File: config.mk
export PLATFORM = sky130hd
export DESIGN_NAME = aperture_detiler
export DESIGN_NICKNAME = d
export VERILOG_FILES = /design/src/rtl/detiler_pkg.sv /design/src/rtl/dt_entry_bank.sv /design/src/rtl/dt_match.sv /design/src/rtl/dt_xlate.sv /design/src/rtl/aperture_detiler.sv
export SDC_FILE = /design/constraint.sdc
export NUM_CORES = 2
export LEC_CHECK = 0
export ABC_AREA = 0
export ABC_CLOCK_PERIOD_IN_PS = 262100
export BUFFER_PORTS_ARGS = -buffer_cell sky130_fd_sc_hd__buf_2
export CORE_MARGIN = 5
export CORE_UTILIZATION = 65
export DETAILED_ROUTE_END_ITERATION = 12
export GPL_TIMING_DRIVEN = 1
export PLACE_DENSITY_LB_ADDON = 0.1
export SKIP_CTS_REPAIR_TIMING = 1
export SLEW_MARGIN = 20
export SYNTH_ARGS = -nofsm -noshare
export SYNTH_HDL_FRONTEND = slang
export SYNTH_SLANG_ARGS = --single-unit
File: constraint.sdc
create_clock -name clk -period 262.1 [get_ports clk]
set_input_delay 52.42 -clock clk [delete_from_list [all_inputs] [get_ports clk]]
set_output_delay 52.42 -clock clk [all_outputs]
set_load 0.05 [all_outputs]
File: src/rtl/detiler_pkg.sv
package detiler_pkg;
  localparam int AW      = 32;
  localparam int PG_LSB  = 12;
  localparam int PG_W    = AW - PG_LSB;
  localparam int PITCH_W = 9;

  typedef enum logic [1:0] {
    TM_NONE = 2'b00,
    TM_X    = 2'b01,
    TM_Y    = 2'b10,
    TM_RSVD = 2'b11
  } tmode_e;

  typedef struct packed {
    logic               valid;
    tmode_e             mode;
    logic [PITCH_W-1:0] pitch;
    logic [PG_W-1:0]    start_pg;
    logic [PG_W-1:0]    end_pg;
  } entry_t;
endpackage

File: src/rtl/dt_entry_bank.sv
module dt_entry_bank import detiler_pkg::*; #(
  parameter int N_ENTRIES = 16,
  parameter int IDX_W     = $clog2(N_ENTRIES)
) (
  input  logic                        clk,
  input  logic                        rst,
  input  logic                        wr,
  input  logic                        hi,
  input  logic [IDX_W-1:0]            idx,
  input  logic [AW-1:0]               wdata,
  output entry_t [N_ENTRIES-1:0]      ents
);
  entry_t [N_ENTRIES-1:0] ents_q;

  always_ff @(posedge clk) begin
    if (rst) begin
      ents_q <= '0;
    end else if (wr) begin
      if (hi) begin
        ents_q[idx].end_pg <= wdata[AW-1:PG_LSB];
        ents_q[idx].valid  <= 1'b0;
      end else begin
        ents_q[idx].valid    <= wdata[0];
        ents_q[idx].mode     <= tmode_e'(wdata[2:1]);
        ents_q[idx].pitch    <= wdata[3 +: PITCH_W];
        ents_q[idx].start_pg <= wdata[AW-1:PG_LSB];
      end
    end
  end

  assign ents = ents_q;
endmodule

File: src/rtl/dt_match.sv
module dt_match import detiler_pkg::*; #(
  parameter int N_ENTRIES = 16
) (
  input  logic [AW-1:0]           addr,
  input  entry_t [N_ENTRIES-1:0]  ents,
  output logic                    hit,
  output entry_t                  sel
);
  logic [N_ENTRIES-1:0] cand;
  logic [PG_W-1:0]      pg;
  logic                 unused_low;

  assign pg         = addr[AW-1:PG_LSB];
  assign unused_low = ^addr[PG_LSB-1:0];

  for (genvar gi = 0; gi < N_ENTRIES; gi++) begin : g_cmp
    assign cand[gi] = ents[gi].valid
                   && (ents[gi].mode == TM_X || ents[gi].mode == TM_Y)
                   && (pg >= ents[gi].start_pg)
                   && (pg <= ents[gi].end_pg);
  end

  always_comb begin
    hit = 1'b0;
    sel = '0;
    for (int i = N_ENTRIES - 1; i >= 0; i--) begin
      if (cand[i]) begin
        hit = 1'b1;
        sel = ents[i];
      end
    end
  end
endmodule

File: src/rtl/dt_xlate.sv
module dt_xlate import detiler_pkg::*; (
  input  logic [AW-1:0] addr,
  input  entry_t        ent,
  output logic          band_ok,
  output logic [AW-1:0] xaddr
);
  localparam int OW = AW - 7;
  localparam int WW = AW + PITCH_W + 8;

  logic [AW-1:0]      base, offs;
  logic [PITCH_W:0]   su;
  logic [OW-1:0]      off7, su_w, row, cblk, rowband, tilex, th;
  logic [PITCH_W-1:0] cb;
  logic               is_y;
  logic [11:0]        inner;
  logic [WW-1:0]      size_units, band_end, tiled;
  logic               unused_x;

  always_comb begin
    base       = {ent.start_pg, {PG_LSB{1'b0}}};
    offs       = addr - base;
    off7       = offs[AW-1:7];
    su         = {1'b0, ent.pitch} + 1'b1;
    su_w       = OW'(su);
    row        = off7 / su_w;
    cblk       = off7 % su_w;
    cb         = cblk[PITCH_W-1:0];
    is_y       = (ent.mode == TM_Y);
    th         = is_y ? OW'(32) : OW'(8);
    rowband    = row & ~(th - OW'(1));
    size_units = (WW'(ent.end_pg - ent.start_pg) + WW'(1)) << (PG_LSB - 7);
    band_end   = (WW'(rowband) + WW'(th)) * WW'(su);
    band_ok    = (band_end <= size_units);
    if (is_y) begin
      tilex = OW'(cb);
      inner = {offs[6:4], row[4:0], offs[3:0]};
    end else begin
      tilex = OW'(cb >> 2);
      inner = {row[2:0], cb[1:0], offs[6:0]};
    end
    tiled = WW'(rowband) * WW'(su) * WW'(128) + (WW'(tilex) << 12) + WW'(inner);
    xaddr = base + tiled[AW-1:0];
  end

  assign unused_x = ^{cblk[OW-1:PITCH_W], tiled[WW-1:AW]};
endmodule

File: src/rtl/aperture_detiler.sv
module aperture_detiler import detiler_pkg::*; #(
  parameter int N_ENTRIES = 16,
  parameter int IDX_W     = $clog2(N_ENTRIES)
) (
  input  logic             clk,
  input  logic             rst,
  input  logic             reg_wr,
  input  logic             reg_hi,
  input  logic [IDX_W-1:0] reg_idx,
  input  logic [AW-1:0]    reg_wdata,
  input  logic             req_valid,
  input  logic [AW-1:0]    req_addr,
  output logic             rsp_valid,
  output logic             rsp_hit,
  output logic [AW-1:0]    rsp_addr
);
  entry_t [N_ENTRIES-1:0] ents;
  entry_t                 sel;
  logic                   m_hit, band_ok, take;
  logic [AW-1:0]          xaddr;
  logic [N_ENTRIES-1:0]   ent_valid;

  dt_entry_bank #(.N_ENTRIES(N_ENTRIES), .IDX_W(IDX_W)) u_bank (
    .clk(clk), .rst(rst), .wr(reg_wr), .hi(reg_hi),
    .idx(reg_idx), .wdata(reg_wdata), .ents(ents)
  );

  dt_match #(.N_ENTRIES(N_ENTRIES)) u_match (
    .addr(req_addr), .ents(ents), .hit(m_hit), .sel(sel)
  );

  dt_xlate u_xlate (
    .addr(req_addr), .ent(sel), .band_ok(band_ok), .xaddr(xaddr)
  );

  for (genvar gv = 0; gv < N_ENTRIES; gv++) begin : g_vld
    assign ent_valid[gv] = ents[gv].valid;
  end

  assign take = m_hit && band_ok;

  always_ff @(posedge clk) begin
    if (rst) begin
      rsp_valid <= 1'b0;
      rsp_hit   <= 1'b0;
      rsp_addr  <= '0;
    end else begin
      rsp_valid <= req_valid;
      rsp_hit   <= req_valid && take;
      rsp_addr  <= take ? xaddr : req_addr;
    end
  end
endmodule

==> reports/results.txt <==
For this block, wires on met1 add up to 105,900 µm. The startpoint type of the worst setup path is an input port. The total I/O pin count was 107; the actual slew at the worst max-slew pin was 1.279 ns. The data required time at the worst endpoint is 262.72 ns.

The number of register bits inferred by synthesis is 866, and the final estimated routing congestion in global placement is 0.9791. The root buffer cell is sky130_fd_sc_hd__clkbuf_16. The first global-routing pass estimated 451,200 µm of wire. The area growth from synthesis to layout is 6.014%.

Counting the buffers created by CTS gives 90. Once layout is done, the placed cells without fillers occupy 86,900 µm². For the overall die area, the log shows 133,300 µm². The slowest stage of the critical path is the sky130_fd_sc_hd__nor3_2 cell.

The final number of hold-violating endpoints was 0. The count of port buffers added during placement is 106, and the total of max-cap violations is 0. The run gives 21.15% as the sequential share of the synthesized area. The top routing layer in use is met5.

The most used flip-flop cell after synthesis is sky130_fd_sc_hd__dfxtp_1. The tools report the total of warnings raised by yosys as 0. For the data arrival time of the critical path, the log shows 147.72 ns. TritonCTS built the clock tree.

The fraction of post-synthesis cell area in the top cell type by area is 21.15%, and the headroom to the max-slew limit is 14.11%. The die is 365.1 µm tall. The detail route stage leaves a number of antenna-violating nets equal to 0. The clock tree synthesis step divided the H-tree into 3 levels. After detailed routing, the number of remaining DRC violations is 0.

The run finished with clean final reports. The final route contains 81,660 vias. Measured along the x axis, the die boundary spans 365.1 µm. For the worst-skew pair, the clock arrives at the later sink with an insertion delay of 0.72 ns. Yosys mapped a number of flops with a built-in enable equal to 0.

The number of max-slew violations in the final report is 0, and the synthesized instance count is 11,050. Number of unique standard cell types used by synthesis: 127. The capturing element type of the critical path is a flop. The buffers plus inverters on the worst setup path is 30. The first-pass iteration count of the detailed router came out at 7. The tools report the via count of the first global-routing pass as 80,240. The met3 routed wirelength is 26,740 µm. In the final design database the tool counted 12,250 nets. The worst register-to-register path has a depth of 426. Cells with a size suffix above 1 make up 5.641% of the layout.

The length of routed met2 wiring is 130,700 µm, and the critical path depth in cells is 426. The logs give 0.4515 ns for the final worst hold slack and 65.36% for the initial cell density of the core. Once detailed placement completed, the half-perimeter wirelength came to 215,800 µm.

The post-synthesis area per instance was 7.419 µm². The cell occurring most often along the worst timing path was sky130_fd_sc_hd__o21a_1. sky130_fd_sc_hd__nand2_1 is the most common cell in the netlist. The clock passes through at most 3 buffers.

Once placement finished, the instance area stood at 83,690 µm². The clock net in this run drives a total of 866 sinks. After synthesis, the cell types taking the most area are sky130_fd_sc_hd__dfxtp_1, sky130_fd_sc_hd__ha_1, sky130_fd_sc_hd__nand2_1.

Summed over all failing endpoints, the final setup total negative slack is 0 ns. The final critical delay including setup and external delays came out at 147.09 ns. The maximum clock rate was 6.798 MHz; the remaining global-route overflow was 0.

Using the TritonRoute via totals, the vias-per-cell ratio works out to 6.513. On the critical path the largest part of the delay comes from compound AO/OA/AOI/OAI gates. The commonest cells after synthesis are sky130_fd_sc_hd__nand2_1, sky130_fd_sc_hd__a21oi_1, sky130_fd_sc_hd__ha_1.

Maximum cell stage delay along the critical path: 0.86 ns. Setup repair after global routing left no endpoint under its margin. The synthesized design spends more area on one cell type than any other, namely sky130_fd_sc_hd__dfxtp_1. After the first detailed-routing iteration, the DRC count stood at 8,085. Global routing used 43.06% of the available tracks. Class of the most critical hold timing path: reg -> reg. Between clock sinks in the finished design, the worst skew comes to 0.02324 ns. In this run the cell area of the synthesized design comes to 81,970 µm². The final layout contains routed wiring with a total length of 295,400 µm.

For this run, asynchronously set or reset flops after synthesis account for 0%. In this run the worst path has a maximum fanout of 47. The post-route fraction of the period consumed by the critical path was 56.12%. The worst hold path was traced through 2 stages. Clock-pin slew was measured on the worst setup and hold paths at 0.07 ns. The critical path is of the in -> reg type. The floorplan step defined a core boundary enclosing 125,400 µm². Entering global routing, the biggest net connects 241 pins.

Dividing the detail-routed wire length by the instance count gives 23.56 µm. The placement row count is 130, and the number of antenna violations at the first check in global routing is 5. Setup violation total in the final timing report: 0.
-- state kept, by name, summed over array words and instances (netlist names) --
signal and count:
rsp_hit 1, rsp_valid 1, u_bank.ents 832, rsp_addr 32
-- routing by layer --
layer | vias up | global-route usage, %
met5 | - | 0
met4 | 2 | 38.11
met3 | 1436 | 7.596
met2 | 4390 | 69.37
met1 | 38210 | 49.22
li1 | 37630 | -
-- final cells by class --
cell class                      instances  area, µm²
Antenna cell                            5      12.51
Clock buffer                          126       2620
Clock inverter                         39      556.8
Fill cell                           10480      38510
Inverter                             1021       3832
Multi-Input combinational cell       8589      58880
Sequential cell                       866      17340
Tap cell                             1650       2064
Timing Repair Buffer                  243       1597
-- worst min-delay path, stage by stage (launching register included) --
cell and delay (ns):
sky130_fd_sc_hd__dfxtp_1 0.31, sky130_fd_sc_hd__nand2_1 0.05, sky130_fd_sc_hd__a21oi_1 0.05
-- path summary, 6_finish.rpt --
path                          from               to  slack [ns]
setup reg to reg  u_bank.ents[784]     rsp_addr[31]      166.87
setup / recovery      req_addr[23]     rsp_addr[31]      115.01
hold / removal     u_bank.ents[96]  u_bank.ents[96]        0.45
hold reg to reg    u_bank.ents[96]  u_bank.ents[96]        0.45
-- cell families (layout without fill, tap and decap cells) --
group | count (synthesis) | after routing | share of synthesized area [%]
AO/OA/AOI/OAI | 2937 | 2937 | 22.77
other | 2 | 51 | 0.009162
adder cells (fa/ha/maj) | 1362 | 1362 | 23.52
XOR/XNOR | 274 | 274 | 2.963
AND/OR/NAND/NOR | 3861 | 3861 | 20.60
multiplexers | 109 | 109 | 1.435
flip-flops | 866 | 866 | 21.15
buffers and inverters | 1638 | 1429 | 7.553
-- through the flow --
step | utilization (%) | setup slack (ns) | std cells
2_1_floorplan | - | 128.46 | 11090
3_3_place_gp | 66.73 | 119.31 | 12370
3_5_place_dp | 66.73 | 116.42 | 12370
4_1_cts | 69.27 | 116.69 | 12530
5_1_grt | 69.29 | 107.01 | 12540
6_report | 69.29 | 115.01 | 12540
-- layout by cell type (no fill, tap or decap), types with 136 or more instances in the layout --
cell	netlist	routed
sky130_fd_sc_hd__nor3_1	200	190
sky130_fd_sc_hd__o21ai_0	252	251
sky130_fd_sc_hd__inv_1	1014	1012
sky130_fd_sc_hd__buf_4	5	136
sky130_fd_sc_hd__xnor2_1	167	164
sky130_fd_sc_hd__ha_1	1064	1064
sky130_fd_sc_hd__a21o_1	139	139
sky130_fd_sc_hd__o21a_1	152	152
sky130_fd_sc_hd__nand3_1	141	141
sky130_fd_sc_hd__dfxtp_1	866	866
sky130_fd_sc_hd__nand2_1	2300	2299
sky130_fd_sc_hd__fa_1	298	298
sky130_fd_sc_hd__a211oi_1	364	363
sky130_fd_sc_hd__nor2_1	607	593
sky130_fd_sc_hd__a21oi_1	1339	1338
Power is left out: the tool's default activity adds up to more than one toggle a clock period on the data nets, which glitch-free logic cannot reach.
